`src/rtl/pdom_seq_pkg.sv`:
```
package pdom_seq_pkg;

    typedef enum logic [3:0] {
        S_IDLE,
        S_EN_RST,
        S_EN_AON,
        S_EN_UNCLAMP,
        S_EN_PWR,
        S_EN_POLL,
        S_EN_SETTLE,
        S_EN_HWT,
        S_DIS_HWT,
        S_DIS_POLL_ON,
        S_DIS_COLL,
        S_DIS_WAIT,
        S_DIS_POLL_OFF
    } seq_state_e;

    typedef struct packed {
        seq_state_e st;
        logic       coll;
        logic       hwt;
        logic       rst;
        logic       aon;
        logic       clamp;
        logic       ret;
        logic       done;
        logic       tout;
    } seq_regs_t;

endpackage

```
`src/rtl/pdseq_timer.sv`:
```
module pdseq_timer #(
    parameter int CW = 13
) (
    input  logic          clk,
    input  logic          rst_n,
    input  logic          load,
    input  logic [CW-1:0] load_val,
    output logic          expired
);
    logic [CW-1:0] cnt_d, cnt_q;

    always_comb begin
        if (load)
            cnt_d = load_val;
        else if (cnt_q != '0)
            cnt_d = cnt_q - 1'b1;
        else
            cnt_d = cnt_q;
    end

    always_ff @(posedge clk or negedge rst_n) begin
        if (!rst_n) cnt_q <= '0;
        else        cnt_q <= cnt_d;
    end

    assign expired = (cnt_q == '0);

    // Counter never rises except through a load
    AST_TMR_NO_WRAP: assert property (@(posedge clk) disable iff (!rst_n)
        !load |=> (cnt_q <= $past(cnt_q)));
endmodule

```
`src/rtl/pdseq_sync.sv`:
```
module pdseq_sync #(
    parameter int STAGES = 2
) (
    input  logic clk,
    input  logic rst_n,
    input  logic din,
    output logic dout
);
    logic [STAGES-1:0] sh_d, sh_q;

    generate
        if (STAGES == 1) begin : g_one
            always_comb sh_d = din;
        end else begin : g_many
            always_comb sh_d = {sh_q[STAGES-2:0], din};
        end
    endgenerate

    always_ff @(posedge clk or negedge rst_n) begin
        if (!rst_n) sh_q <= '0;
        else        sh_q <= sh_d;
    end

    assign dout = sh_q[STAGES-1];
endmodule

```
`src/rtl/pdom_seq.sv`:
```
module pdom_seq
    import pdom_seq_pkg::*;
#(
    parameter int CLK_MHZ     = 10,
    parameter int SETTLE_US   = 1,
    parameter int POLL_US     = 500,
    parameter int SYNC_STAGES = 2
) (
    input  logic clk,
    input  logic rst_n,
    input  logic en_cmd,
    input  logic dis_cmd,
    input  logic cfg_on_only,
    input  logic cfg_sw_rst,
    input  logic cfg_clamp,
    input  logic cfg_aon_rst,
    input  logic cfg_off_cap,
    input  logic cfg_hw_trig,
    input  logic cfg_hw_vote,
    input  logic cfg_votable,
    input  logic stat_on,
    output logic collapse_o,
    output logic hwtrig_o,
    output logic dom_rst_o,
    output logic aon_rst_o,
    output logic clamp_o,
    output logic retain_o,
    output logic done_o,
    output logic timeout_o
);
    localparam int US_CYC = CLK_MHZ * SETTLE_US;
    localparam int TO_CYC = CLK_MHZ * POLL_US;
    localparam int CW     = $clog2(TO_CYC + 1);
    localparam logic [CW-1:0] US_M1 = CW'(US_CYC - 1);
    localparam logic [CW-1:0] TO_M1 = CW'(TO_CYC - 1);

    seq_regs_t     q, n;
    logic          tmr_load;
    logic [CW-1:0] tmr_val;
    logic          tmr_exp;
    logic          st_sync;

    pdseq_sync #(.STAGES(SYNC_STAGES)) u_sync (
        .clk(clk), .rst_n(rst_n), .din(stat_on), .dout(st_sync)
    );

    pdseq_timer #(.CW(CW)) u_tmr (
        .clk(clk), .rst_n(rst_n), .load(tmr_load),
        .load_val(tmr_val), .expired(tmr_exp)
    );

    always_comb begin
        n        = q;
        n.done   = 1'b0;
        n.tout   = 1'b0;
        tmr_load = 1'b0;
        tmr_val  = '0;
        unique case (q.st)
            S_IDLE: begin
                if (en_cmd) begin
                    if (cfg_on_only) begin
                        n.rst  = 1'b0;
                        n.done = 1'b1;
                    end else begin
                        n.rst    = cfg_sw_rst;
                        tmr_load = 1'b1;
                        tmr_val  = cfg_sw_rst ? US_M1 : '0;
                        n.st     = S_EN_RST;
                    end
                end else if (dis_cmd) begin
                    if (cfg_on_only) begin
                        n.rst  = 1'b1;
                        n.done = 1'b1;
                    end else if (cfg_hw_trig) begin
                        n.hwt    = 1'b0;
                        tmr_load = 1'b1;
                        tmr_val  = US_M1;
                        n.st     = S_DIS_HWT;
                    end else begin
                        if (cfg_off_cap) n.ret = 1'b0;
                        n.st = S_DIS_COLL;
                    end
                end
            end
            S_EN_RST: begin
                if (tmr_exp) begin
                    n.rst    = 1'b0;
                    n.aon    = cfg_clamp & cfg_aon_rst;
                    tmr_load = 1'b1;
                    tmr_val  = (cfg_clamp & cfg_aon_rst) ? US_M1 : '0;
                    n.st     = S_EN_AON;
                end
            end
            S_EN_AON: begin
                if (tmr_exp) begin
                    n.aon = 1'b0;
                    if (cfg_clamp) n.clamp = 1'b0;
                    n.st = S_EN_UNCLAMP;
                end
            end
            S_EN_UNCLAMP: begin
                n.coll   = 1'b0;
                tmr_load = 1'b1;
                tmr_val  = cfg_hw_vote ? US_M1 : '0;
                n.st     = S_EN_PWR;
            end
            S_EN_PWR: begin
                if (tmr_exp) begin
                    tmr_load = 1'b1;
                    tmr_val  = TO_M1;
                    n.st     = S_EN_POLL;
                end
            end
            S_EN_POLL: begin
                if (st_sync) begin
                    if (cfg_off_cap) n.ret = 1'b1;
                    tmr_load = 1'b1;
                    tmr_val  = US_M1;
                    n.st     = S_EN_SETTLE;
                end else if (tmr_exp) begin
                    n.tout = 1'b1;
                    n.st   = S_IDLE;
                end
            end
            S_EN_SETTLE: begin
                if (tmr_exp) begin
                    if (cfg_hw_trig) begin
                        n.hwt    = 1'b1;
                        tmr_load = 1'b1;
                        tmr_val  = US_M1;
                        n.st     = S_EN_HWT;
                    end else begin
                        n.done = 1'b1;
                        n.st   = S_IDLE;
                    end
                end
            end
            S_EN_HWT: begin
                if (tmr_exp) begin
                    n.done = 1'b1;
                    n.st   = S_IDLE;
                end
            end
            S_DIS_HWT: begin
                if (tmr_exp) begin
                    tmr_load = 1'b1;
                    tmr_val  = TO_M1;
                    n.st     = S_DIS_POLL_ON;
                end
            end
            S_DIS_POLL_ON: begin
                if (st_sync) begin
                    if (cfg_off_cap) n.ret = 1'b0;
                    n.st = S_DIS_COLL;
                end else if (tmr_exp) begin
                    n.tout = 1'b1;
                    n.st   = S_IDLE;
                end
            end
            S_DIS_COLL: begin
                n.coll   = 1'b1;
                tmr_load = 1'b1;
                tmr_val  = cfg_votable ? TO_M1 : (cfg_hw_vote ? US_M1 : '0);
                n.st     = S_DIS_WAIT;
            end
            S_DIS_WAIT: begin
                if (tmr_exp) begin
                    if (cfg_votable) begin
                        if (cfg_clamp) n.clamp = 1'b1;
                        n.done = 1'b1;
                        n.st   = S_IDLE;
                    end else begin
                        tmr_load = 1'b1;
                        tmr_val  = TO_M1;
                        n.st     = S_DIS_POLL_OFF;
                    end
                end
            end
            S_DIS_POLL_OFF: begin
                if (!st_sync) begin
                    if (cfg_clamp) n.clamp = 1'b1;
                    n.done = 1'b1;
                    n.st   = S_IDLE;
                end else if (tmr_exp) begin
                    n.tout = 1'b1;
                    n.st   = S_IDLE;
                end
            end
            default: n.st = S_IDLE;
        endcase
    end

    always_ff @(posedge clk or negedge rst_n) begin
        if (!rst_n) begin
            q       <= '0;
            q.st    <= S_IDLE;
            q.coll  <= 1'b1;
            q.clamp <= 1'b1;
        end else begin
            q <= n;
        end
    end

    assign collapse_o = q.coll;
    assign hwtrig_o   = q.hwt;
    assign dom_rst_o  = q.rst;
    assign aon_rst_o  = q.aon;
    assign clamp_o    = q.clamp;
    assign retain_o   = q.ret;
    assign done_o     = q.done;
    assign timeout_o  = q.tout;

    // Width watch for the always-on reset pulse
    logic [CW-1:0] aon_cnt_d, aon_cnt_q;
    always_comb aon_cnt_d = aon_rst_o ? aon_cnt_q + 1'b1 : '0;
    always_ff @(posedge clk or negedge rst_n) begin
        if (!rst_n) aon_cnt_q <= '0;
        else        aon_cnt_q <= aon_cnt_d;
    end

    AST_AON_WIDTH: assert property (@(posedge clk) disable iff (!rst_n)
        aon_rst_o |-> (aon_cnt_q < CW'(US_CYC)));
    AST_CLAMP_FREED_FIRST: assert property (@(posedge clk) disable iff (!rst_n)
        ($fell(collapse_o) && cfg_clamp) |-> !clamp_o);
    AST_RET_NEEDS_POWER: assert property (@(posedge clk) disable iff (!rst_n)
        $rose(retain_o) |-> !collapse_o);
    AST_HWT_NEEDS_POWER: assert property (@(posedge clk) disable iff (!rst_n)
        hwtrig_o |-> !collapse_o);
    AST_CLAMP_LAST: assert property (@(posedge clk) disable iff (!rst_n)
        $rose(clamp_o) |-> collapse_o);
    AST_DONE_ONE_CYCLE: assert property (@(posedge clk) disable iff (!rst_n)
        done_o |=> !done_o);
    AST_TOUT_ONE_CYCLE: assert property (@(posedge clk) disable iff (!rst_n)
        timeout_o |=> !timeout_o);
    AST_NO_DONE_AND_TOUT: assert property (@(posedge clk) disable iff (!rst_n)
        !(done_o && timeout_o));
endmodule

```
`config.mk`:
```
export PLATFORM = sky130hd
export DESIGN_NAME = pdom_seq
export DESIGN_NICKNAME = d
export VERILOG_FILES = /design/src/rtl/pdom_seq_pkg.sv /design/src/rtl/pdseq_timer.sv /design/src/rtl/pdseq_sync.sv /design/src/rtl/pdom_seq.sv
export SDC_FILE = /design/constraint.sdc
export NUM_CORES = 1
export LEC_CHECK = 0
export BUFFER_PORTS_ARGS = -buffer_cell sky130_fd_sc_hd__buf_2
export CAP_MARGIN = 40
export CORE_MARGIN = 2
export CORE_UTILIZATION = 55
export DETAILED_ROUTE_END_ITERATION = 8
export GPL_TIMING_DRIVEN = 0
export PLACE_DENSITY = 0.75
export SLEW_MARGIN = 40
export SYNTH_ARGS = -nofsm -noshare
export SYNTH_HDL_FRONTEND = slang
export SYNTH_SLANG_ARGS = --single-unit
```
`constraint.sdc`:
```
create_clock -name clk -period 4.6 [get_ports clk]
set_input_delay 0.23 -clock clk [delete_from_list [all_inputs] [get_ports clk]]
set_output_delay 0.23 -clock clk [all_outputs]
set_load 0.05 [all_outputs]
```
==> summary by stage, run 1 <==
Clocking
In this run, CTS created clock tree buffers numbering 3. The post-CTS setup-driven buffer insertion count is 0. The cell chosen for the clock root is clkbuf_4. After clock tree synthesis, the clock-pin slew on the worst setup and hold paths is around 0.14 ns.

The later pin in the worst-skew pair is clocked with a latency of 0.32 ns. The clock net in this run drives a total of 27 sinks. TritonCTS built the clock tree. The maximum buffer depth of the clock tree is 2.

The maximum level of the CTS H-tree is 1.

Logic synthesis
The distinct cell type count of the synthesized netlist is between 50 and 60. The share of the Yosys chip area taken by registers is 0.351. The most used flip-flop cell after synthesis is dfrtp_1.

The number of warnings printed during yosys synthesis is 0. The cell with the most instances after synthesis is dfrtp_1. In the post-synthesis netlist, the biggest area contributors are dfrtp_1 (32%), nand2_1 (4.1%), a21oi_1 (3.9%). Of the post-synthesis cell area, the dominant cell type holds 0.324. The number of flip-flops and latches in the synthesized netlist is 27.

Counting instances in the post-synthesis netlist gives the leading cell types as dfrtp_1 (25), nand2_1 (21), nor2_1 (18), a21oi_1 (15), o21ai_0 (14). Dividing the synthesized area by the synthesized cell count gives between 8 and 9 µm². The area of the mapped netlist is approximately 1900 µm². The number of enable-type register cells in the synthesized netlist is 0. The number of nets produced by synthesis is 238. In the synthesized netlist the async set-or-reset flop fraction comes to 1.00. The largest area contributor in the synthesized netlist is dfrtp_1. Counting every instance in the synthesized netlist gives between 200 and 250.

Final layout
The share of final-layout standard cells stronger than drive strength 1 is 0.196. The final layout contains 265 nets. The count of filler cells inserted in the layout is 328. The flip-flop and latch area is around 680 µm². The number of antenna repair diodes is 0.

In the final layout, the multi-input gates occupy 1140 µm². The synthesis-to-finish area growth is 10.6%.

STA
For the finished layout, the period the worst path requires is roughly 2.1 ns. Adding up every negative setup slack in the final design gives 0 ns. The worst relative slew slack is 0.616. The number of pins with negative max-slew slack in the final report is 0.

Hold is met by 0.0985 ns. Based on the critical path, the design can be clocked at up to roughly 0.47 GHz. The setup slack of the critical path after layout is 2.46 ns.

The post-route clock skew is around 0.0032 ns. Dividing the final minimum period by the clock period gives 0.466. For the pin with the worst max-slew slack, the measured transition is around 0.58 ns. The final setup violation count is 0. The count of final hold-check violations is 0. Setup repair after global routing left no endpoint under its margin.

Global route
The global routing usage summed across all routing layers is 0.263. The via count of the first global-routing pass is ~1700. The pin count of the biggest net entering global routing is 28.

The final global-route overflow total is 0. The global-route wire length before repair is 8310 µm. The number of antenna violations at the first check in global routing is 0.

Pwr
The static leakage is approximately 0.9 nW. The largest vdd supply drop is 0.391 mV. The power per cell area is 664 nW/µm².

Worst hold path
The startpoint identified for the worst hold timing path is cfg_clamp. The capture endpoint of the worst hold path is clamp_o. The number of stages on the worst hold path is 2. In this run the worst hold path is classified as input pin to flip-flop.

Critical path
The worst reg-to-reg setup slack is between 2 and 2.5 ns. The worst setup path is of the flip-flop to flip-flop kind. The data required time at the worst endpoint is between 4 and 5 ns. In this run the critical register-to-register path is captured at dom_rst_o.

For the worst setup path, the data arrival time is roughly 2.4 ns. The depth of the most critical reg-to-reg path is 7. In this run the worst path has a maximum fanout of 10. The kind of end point of the critical path is a flip-flop.

The startpoint identified for the worst register-to-register timing path is u_tmr.cnt_q[0]. The type of origin of the critical path is a flip-flop.

Floorplan
The floorplan has 21 rows. The area of the core region is ~3400 µm². For this design the top-level I/O count stands at 21. The die is approximately 63 µm tall. The horizontal die dimension is 63.2 µm.

The floorplan step defined a die boundary enclosing ~4000 µm². The initial utilization of the core area, before any placement, comes to 0.574.

Route
In the routed layout, each cell is associated on average with a via count of between 6 and 7. Across all layers, the routed design uses ~1800 vias. After detailed routing, the number of remaining DRC violations is 0. The remaining number of nets flagged by the antenna check after routing is 0. After detailed routing, the total wire length is 4860 µm. In the final routed layout, each cell accounts on average for 16.4 µm. The starting DRC count in detailed routing is around 130. The iteration count of the initial detailed-routing pass is 6.

Outcome
The flow ran to the end, and the final reports show no timing, DRC or antenna violations.

Place
OpenSTA, run right after detailed placement, puts the worst setup slack at approximately 2.5 ns. The count of input and output buffers is 20. The placed wire-length estimate after detailed placement is approximately 3600 µm.

Routability-driven placement finished with a final weighted congestion of roughly 0.94.

Job
Across the run, the number of max-cap violations was 0.
## cell families after synthesis
kind of cell / after synthesis / share of synthesized area
fa+ha+maj: 1 / 0.00648
compound gates: 74 / 0.261
xor+xnor: 12 / 0.0545
flops: 27 / 0.351
buf+inv: 22 / 0.0584
simple gates: 88 / 0.268
## final cells by class
cell class | instances | share of cell area
clock buffers | 4 | 0.0123
well taps | 46 | 0.0270
multi-input cells | 175 | 0.534
inverters | 7 | 0.0123
repair buffers | 22 | 0.0563
plain buffers | 15 | 0.0405
flip-flops and latches | 27 | 0.318
## worst max-delay path by stage
stage / to / from
finish: dom_rst_o / u_tmr.cnt_q[0]
global route: dom_rst_o / u_tmr.cnt_q[0]
global placement: dom_rst_o / u_tmr.cnt_q[0]
floorplan: q[9] / u_tmr.cnt_q[0]
CTS: dom_rst_o / u_tmr.cnt_q[0]
detailed placement: dom_rst_o / u_tmr.cnt_q[0]
## critical path: stages, from the launching register on
cell and delay [ns]:
dfrtp_1 0.43, inv_1 0.10, ha_1 0.18, nor3b_2 0.39
nand4b_1 0.30, buf_4 0.28, a221oi_2 0.29, o21ai_1 0.08
## report_power, final
group / switching (mW) / internal, mW
registers: 0.0934 / 0.329
clock network: 0.0674 / 0.0339
logic: 0.552 / 0.341
## repair_timing
| item | CTS | global route |
|---|---|---|
| hold buffers | 2 | 0 |
| resized for setup | 0 | 0 |
| hold endpoints to repair | 26 | 0 |
| endpoints found under the setup margin | 0 | 0 |
## state kept, by name, summed over array words and instances (netlist names)
name / flops
done_o: 1
u_tmr.cnt_q: 13
dom_rst_o: 1
retain_o: 1
collapse_o: 1
q: 4
aon_rst_o: 1
hwtrig_o: 1
clamp_o: 1
u_sync.sh_q: 2
timeout_o: 1
## per-stage QoR
stage	utilization	total power, mW	instance area, µm²	cells
global placement	0.621	1.29	2090	290
CTS	0.634	1.41	2130	296
finish	0.634	1.42	2130	296
floorplan	-	1.11	1930	224
global route	0.634	1.53	2130	296
detailed placement	0.621	1.30	2090	290
## cells in the final DEF (no fill, tap or decap), drive strengths merged, types with 2 or more instances in the layout
master       count
a221oi           2
o21bai           2
o21ai           27
and4b            2
inv              7
nor3b            3
a21oi           15
nand4            2
o211ai           4
dlygate4sd3      2
clkbuf           5
nand2b           4
o32a             2
o31ai            3
nand2           21
and3b            2
a41oi            2
nand3            7
nor2            18
nor3             5
a31oi            2
xor2             4
nor4             6
dfstp            2
xnor2            8
a211oi           2
nor2b           10
a32o             2
dfrtp           25
nor4b            2
buf             34
## layer usage
metal,up-vias,share of wire,track usage
li1,878,-,-
met1,860,0.46,0.372
met2,88,0.46,0.420
met3,10,0.071,0.0393
met4,0,0.010,0.0788
met5,-,0,0
(Power assumes the default switching activity.)
==> inputs of run 2 (changes only) <==
- CORE_UTILIZATION: 55 -> 53
- PLACE_DENSITY: 0.75 -> 0.76
- clock period: 4.6 -> 1.95 ns (I/O delays scaled with it)
==> summary by stage, run 2 (synthesis gave the netlist of run 1 again) <==
Final layout
Commonest cells after routing, fill and taps aside: buf_2 (29), dfrtp_1 (23), nand2_1 (21) (was buf_2 (29), dfrtp_1 (25), nand2_1 (21)). The area used by multi-input combinational logic is 1210 µm² (was 1140 µm²). The share of final-layout standard cells stronger than drive strength 1 is 0.287 (was 0.196). The register with the most flip-flops is u_tmr.cnt_q (unchanged). The number of antenna repair diodes is 0 (unchanged).

Largest regs: u_tmr.cnt_q: 13 flops, q: 4 flops, u_sync.sh_q: 2 flops (unchanged). The count of filler cells inserted in the layout is 297 (was 328). The number of flip-flops in the largest register was 13 (unchanged). The commonest non-fill, non-tap cell in the layout was buf_2 (unchanged).

The post-route cell area is 2330 µm² (was 2130 µm²). The final layout net count is 280 (was 265). The synthesis-to-finish area growth came to 20.9% (was 10.6%). The flip-flop and latch area is 681 µm² (was 678 µm²).

Place
The minimum setup slack after placement is -0.141 ns (was 2.48 ns). The placed wire-length estimate after detailed placement is 3590 µm (was 3580 µm). The placer's final routability congestion estimate is 0.939 (about the same). The count of input and output buffers is 20 (unchanged). The post-placement cell area was 2090 µm² (unchanged).

Route
The wire length after detailed routing was 5270 µm (was 4860 µm). The mean number of vias per cell is 6.33 (was 6.20). The DRC violation count after routing is 0 (unchanged). The detailed-route wire length per cell is 16.9 µm (was 16.4 µm). The iteration count of the initial detailed-routing pass is 6 (unchanged). The number of vias in the routed layout is 1969 (was 1836).

The starting DRC count in detailed routing is 141 (was 133). The remaining number of nets flagged by the antenna check after routing is 0 (unchanged).

STA
The setup slack of the critical path after layout is 0.0953 ns (was 2.46 ns). The clock period minus worst slack was 1.85 ns (was 2.14 ns). The worst relative slew slack came to 0.596 (was 0.616).

The actual slew at the worst max-slew pin is 0.606 ns (was 0.576 ns). The final worst-path cycle share is 0.951 (was 0.466). The number of pins with negative max-slew slack in the final report is 0 (unchanged). The maximum clock frequency came to 0.539 GHz (was 0.467 GHz).

The post-route clock skew is 0.00365 ns (was 0.00323 ns). The count of final hold-check violations is 0 (unchanged). The final setup violation count is 0 (unchanged).

Clocking
The maximum buffer depth of the clock tree came to 2 (unchanged). The total number of clock tree sinks came to 27 (unchanged). The CTS tree is yes (unchanged). The cell chosen for the clock root was clkbuf_4 (unchanged). The latest clock arrival within the worst-skew pair is 0.33 ns (was 0.32 ns). The maximum level of the CTS H-tree was 1 (unchanged). The clock transition at the register clock pins on the worst setup and hold paths after CTS is 0.15 ns (was 0.14 ns).

The total CTS buffers is 3 (unchanged).

Pwr
The static leakage is 0.976 nW (was 0.884 nW). The total power is 3.67 mW (was 1.42 mW). The largest vdd supply drop is 0.812 mV (was 0.391 mV). The power per cell area is 1570 nW/µm² (was 664 nW/µm²).

Critical path
The biggest cell delay along the critical path was 0.39 ns (was 0.43 ns). The kind of end point of the critical path is a flip-flop (unchanged). The biggest fanout along the worst timing path was 7 (was 10). The arrival time at the worst endpoint came to 2.08 ns (was 2.36 ns). The type of origin of the critical path is a flip-flop (unchanged). The data required time at the worst endpoint is 2.18 ns (was 4.82 ns). The worst reg-to-reg setup slack is 0.1 ns (was 2.46 ns). The highest-delay cell along the critical path is dfrtp_1 (unchanged). The type of the setup path with the least slack is flip-flop to flip-flop (unchanged). Cells along the critical path: inv_1 -> ha_4 -> nor3b_4 -> and4b_1 -> buf_6 -> buf_4 -> nor4_2 -> xnor2_1 -> nor2_1 (was inv_1 -> ha_1 -> nor3b_2 -> nand4b_1 -> buf_4 -> a221oi_2 -> o21ai_1).

Global route
The via count of the first global-routing pass is 1851 (was 1733). The global routing usage summed across all routing layers was 0.274 (was 0.263). The number of antenna violations at the first check in global routing is 0 (unchanged). The final global-route overflow total is 0 (unchanged). The pin count of the biggest net entering global routing is 28 (unchanged). The global-route wire length before repair was 8850 µm (was 8310 µm).

Floorplan
The number of cell rows is 21 (unchanged). The starting utilization of the core area is 0.565 (was 0.574). The number of ports placed on the die boundary came to 21 (unchanged). The die boundary height is 64.3 µm (was 63.2 µm). The die area was 4140 µm² (was 4000 µm²). The horizontal die dimension is 64.3 µm (was 63.2 µm). The area of the core region came to 3420 µm² (was 3360 µm²).

Worst hold path
The path class of the lowest-slack min-delay path is input pin to flip-flop (unchanged).

Outcome
Outcome: finished, final reports clean (unchanged).

Job
The max capacitance violation total is 0 (unchanged).
==> run 2: per-stage QoR <==
| step | TNS (ns) | hold slack (ns) | utilization | instances |
|---|---|---|---|---|
| 2_1_floorplan | 0 | -0.198 | - | 224 |
| 3_3_place_gp | -0.824 | 0.140 | 0.611 | 290 |
| 3_5_place_dp | -0.919 | 0.143 | 0.611 | 290 |
| 4_1_cts | 0 | 0.0742 | 0.647 | 303 |
| 5_1_grt | -0.00427 | 0.0718 | 0.683 | 311 |
| 6_report | 0 | 0.0812 | 0.683 | 311 |
==> run 2: power by group <==
group	total (mW)	internal, mW	switching (mW)
registers	1.00	0.780	0.224
logic	2.42	0.976	1.45
clock network	0.246	0.0770	0.168
==> run 2: worst max-delay path: cells and delay by family, from the launching register on <==
kind                       cells  cell delay (ns)
and+or+nand+nor                4             0.68
DFF                            1             0.39
buffers and inverters          3             0.35
adders and majority gates      1             0.16
xor gates and xnor gates       1             0.16
==> run 2: cell type report <==
class                      instances  area share
buffer                            14      0.0359
clock buffer                       3     0.00965
clock inverter                     1     0.00214
inverter                           7      0.0113
multi-input combinational        175       0.521
sequential                        27       0.292
tap                               46      0.0247
timing repair buffer              38       0.104
==> run 2: repair_timing <==
action / 4_1_cts / 5_1_grt
setup endpoints to repair: 15 / 21
hold buffers: 3 / 0
pin swaps: 0 / 6
resized for setup: 4 / 15
setup buffers: 6 / 9
hold endpoints to repair: 27 / 0
==> run 2: worst paths after layout <==
check / start / endpoint / cells after the start
setup / recovery: u_tmr.cnt_q[1] / u_tmr.cnt_q[11] / 9
hold / removal: cfg_hw_vote / u_tmr.cnt_q[0] / 3
setup reg to reg: u_tmr.cnt_q[1] / u_tmr.cnt_q[11] / 9
hold reg to reg: u_sync.sh_q[0] / u_sync.sh_q[1] / 0
max in group asynchronous: rst_n / u_tmr.cnt_q[5] / 2
min in group asynchronous: rst_n / q[8] / 2
==> run 2: metal layers <==
metal,up-vias,part of all wire,track usage
met5,-,0,0
met2,120,0.46,0.427
met3,19,0.092,0.0370
met4,0,0.023,0.0957
li1,907,-,-
met1,923,0.43,0.390
==> inputs of run 3 (changes only) <==
- CORE_UTILIZATION: 53 -> 60
- CTS_BUF_LIST: not set -> sky130_fd_sc_hd__clkbuf_16
- PLACE_DENSITY: 0.76 -> 0.81
- clock period: 1.95 -> 2.35 ns (I/O delays scaled with it)
==> summary by stage, run 3 (synthesis gave the netlist of run 1 again) <==
Outcome
Outcome: finished, final reports clean (unchanged).

Route
The starting DRC count in detailed routing is 126 (was 141). The number of vias in the routed layout is 1906 (was 1969). The mean number of vias per cell is 6.48 (was 6.33).

The wire length after detailed routing is 5030 µm (was 5270 µm). The iteration count of the initial detailed-routing pass is 5 (was 6). The DRC violation count after routing came to 0 (unchanged). The remaining number of nets flagged by the antenna check after routing is 0 (unchanged). The detailed-route wire length per cell is 17.1 µm (was 16.9 µm).

Worst hold path
The capture endpoint of the worst hold path is clamp_o (was u_tmr.cnt_q[0]). The path class of the lowest-slack min-delay path was input pin to flip-flop (unchanged). The origin of the worst min-delay path is cfg_clamp (was cfg_hw_vote). The number of stages on the worst hold path came to 2 (was 3).

Place
The count of input and output buffers was 20 (unchanged). The minimum setup slack after placement came to 0.231 ns (was -0.141 ns). The post-placement cell count is 288 (was 290). The placed wire-length estimate after detailed placement was 3600 µm (was 3590 µm). The placer's final routability congestion estimate is 0.974 (was 0.939). The post-placement cell area is 2080 µm² (was 2090 µm²).

Critical path
The worst reg-to-reg setup slack is 0.20 ns (was 0.1 ns). The depth of the most critical reg-to-reg path is 7 (was 9). The kind of end point of the critical path is a flip-flop (unchanged). The highest-delay cell along the critical path is nor3b_2 (was dfrtp_1). The end of the worst register-to-register path was q[9] (was u_tmr.cnt_q[11]).

The data required time at the worst endpoint came to 2.49 ns (was 2.18 ns). The type of origin of the critical path is a flip-flop (unchanged). The type of the setup path with the least slack is flip-flop to flip-flop (unchanged). The biggest fanout along the worst timing path came to 10 (was 7). The count of buffer and inverter cells on the critical path was 2 (was 3).

The arrival time at the worst endpoint is 2.29 ns (was 2.08 ns). The worst reg2reg path startpoint is u_tmr.cnt_q[0] (was u_tmr.cnt_q[1]). The biggest cell delay along the critical path is 0.41 ns (was 0.39 ns). Cells along the critical path: inv_1 -> ha_1 -> nor3b_2 -> nand4b_1 -> buf_4 -> a311oi_2 -> o31ai_1 (was inv_1 -> ha_4 -> nor3b_4 -> and4b_1 -> buf_6 -> buf_4 -> nor4_2 -> xnor2_1 -> nor2_1). The category of cells accounting for the largest share of critical-path delay is simple AND/OR/NAND/NOR gates (unchanged).

Clocking
The maximum level of the CTS H-tree was 1 (unchanged). The number of hold buffers added after CTS is 2 (was 3). The latest clock arrival within the worst-skew pair was 0.26 ns (was 0.33 ns). The clock transition at the register clock pins on the worst setup and hold paths after CTS is 0.07 ns (was 0.15 ns). The maximum buffer depth of the clock tree is 2 (unchanged). The CTS tree is yes (unchanged).

The post-cts sizing count came to 0 (was 4). The total number of clock tree sinks is 27 (unchanged). The cell chosen for the clock root is clkbuf_16 (was clkbuf_4).

The post-CTS setup-driven buffer insertion count is 0 (was 6). The total CTS buffers is 3 (unchanged).

Final layout
The number of flip-flops in the largest register is 13 (unchanged). The non-filler instance count after layout was 294 (was 311). The final layout net count was 265 (was 280). Commonest cells after routing, fill and taps aside: buf_2 (29), dfrtp_1 (25), nand2_1 (21) (was buf_2 (29), dfrtp_1 (23), nand2_1 (21)). Largest regs: u_tmr.cnt_q: 13 flops, q: 4 flops, u_sync.sh_q: 2 flops (unchanged). The post-route cell area was 2190 µm² (was 2330 µm²). The share of final-layout standard cells stronger than drive strength 1 was 0.200 (was 0.287). The register with the most flip-flops was u_tmr.cnt_q (unchanged). The number of antenna repair diodes is 0 (unchanged). The synthesis-to-finish area growth is 13.4% (was 20.9%). The commonest non-fill, non-tap cell in the layout is buf_2 (unchanged).

Global route
The global routing usage summed across all routing layers is 0.302 (was 0.274). The global-route wire length before repair is 8250 µm (was 8850 µm). The number of antenna violations at the first check in global routing is 0 (unchanged). The via count of the first global-routing pass is 1660 (was 1851). The pin count of the biggest net entering global routing came to 28 (unchanged).

The final global-route overflow total was 0 (unchanged).

STA
The final setup TNS was 0 ns (unchanged). The final setup violation count came to 0 (unchanged). The post-route clock skew was 0.00366 ns (was 0.00365 ns). Setup repair after global routing left no endpoint under its margin. The worst relative slew slack was 0.601 (was 0.596). The actual slew at the worst max-slew pin came to 0.598 ns (was 0.606 ns). The number of pins with negative max-slew slack in the final report is 0 (unchanged). The setup slack of the critical path after layout came to 0.199 ns (was 0.0953 ns). The count of final hold-check violations came to 0 (unchanged). The clock period minus worst slack was 2.15 ns (was 1.85 ns). The final worst-path cycle share is 0.915 (was 0.951). The maximum clock frequency is 0.465 GHz (was 0.539 GHz).

Job
The max capacitance violation total is 0 (unchanged).

Pwr
The power per cell area was 1380 nW/µm² (was 1570 nW/µm²). The static leakage is 0.906 nW (was 0.976 nW). The largest vdd supply drop is 0.718 mV (was 0.812 mV).

Floorplan
The starting utilization of the core area is 0.632 (was 0.565). The area of the core region is 3050 µm² (was 3420 µm²). The number of cell rows came to 20 (was 21). The number of ports placed on the die boundary is 21 (unchanged). The die area is 3690 µm² (was 4140 µm²). The horizontal die dimension is 60.7 µm (was 64.3 µm).

The die boundary height came to 60.7 µm (was 64.3 µm).
run 3: changes by cell type in the layout (fill, tap and decap cells not counted), sizes merged:
cell and delta:
clkbuf -1, buf -13, dlygate4sd3 -1, clkinv -1, clkinvlp +1
run 3: layout make-up:
type	instances	area [µm²]
sequential	27	678
inverter	7	26.3
clock buffer	3	75.1
clock inverter	1	7.51
tap	44	55.1
timing repair buffer	22	120
multi-input combinational	175	1140
fill	277	866
buffer	15	86.3
run 3: stage by stage:
step           total power, mW  utilization  hold WS (ns)
3_5_place_dp              2.57        0.683         0.158
3_3_place_gp              2.53        0.683         0.151
2_1_floorplan             2.17            -        -0.178
6_report                  3.01        0.716        0.0806
4_1_cts                   2.98        0.716        0.0684
5_1_grt                   3.21        0.716         0.109
run 3: worst max path at each step:
stage | startpoint | endpoint | slack (ns) | depth (start not counted)
2_1_floorplan | u_tmr.cnt_q[0] | q[9] | 0.55 | 7
3_3_place_gp | u_tmr.cnt_q[0] | u_tmr.cnt_q[0] | 0.25 | 6
3_5_place_dp | u_tmr.cnt_q[0] | dom_rst_o | 0.23 | 7
4_1_cts | u_tmr.cnt_q[0] | dom_rst_o | 0.21 | 7
5_1_grt | u_tmr.cnt_q[0] | q[9] | 0.03 | 7
6_report | u_tmr.cnt_q[0] | q[9] | 0.20 | 7
run 3: per-layer routing:
layer	vias to the layer above	global-route usage	routed length, µm
li1	879	-	-
met1	902	0.456	2130
met2	118	0.453	2290
met3	7	0.0384	569
met4	0	0.0901	38
met5	-	0	0
run 3: report_power, final:
| part | internal, mW | total (mW) | switching [mW] |
|---|---|---|---|
| Combinational | 0.668 | 1.79 | 1.12 |
| Sequential | 0.646 | 0.824 | 0.178 |
| Clock | 0.232 | 0.399 | 0.168 |
| Total | 1.55 | 3.01 | 1.46 |
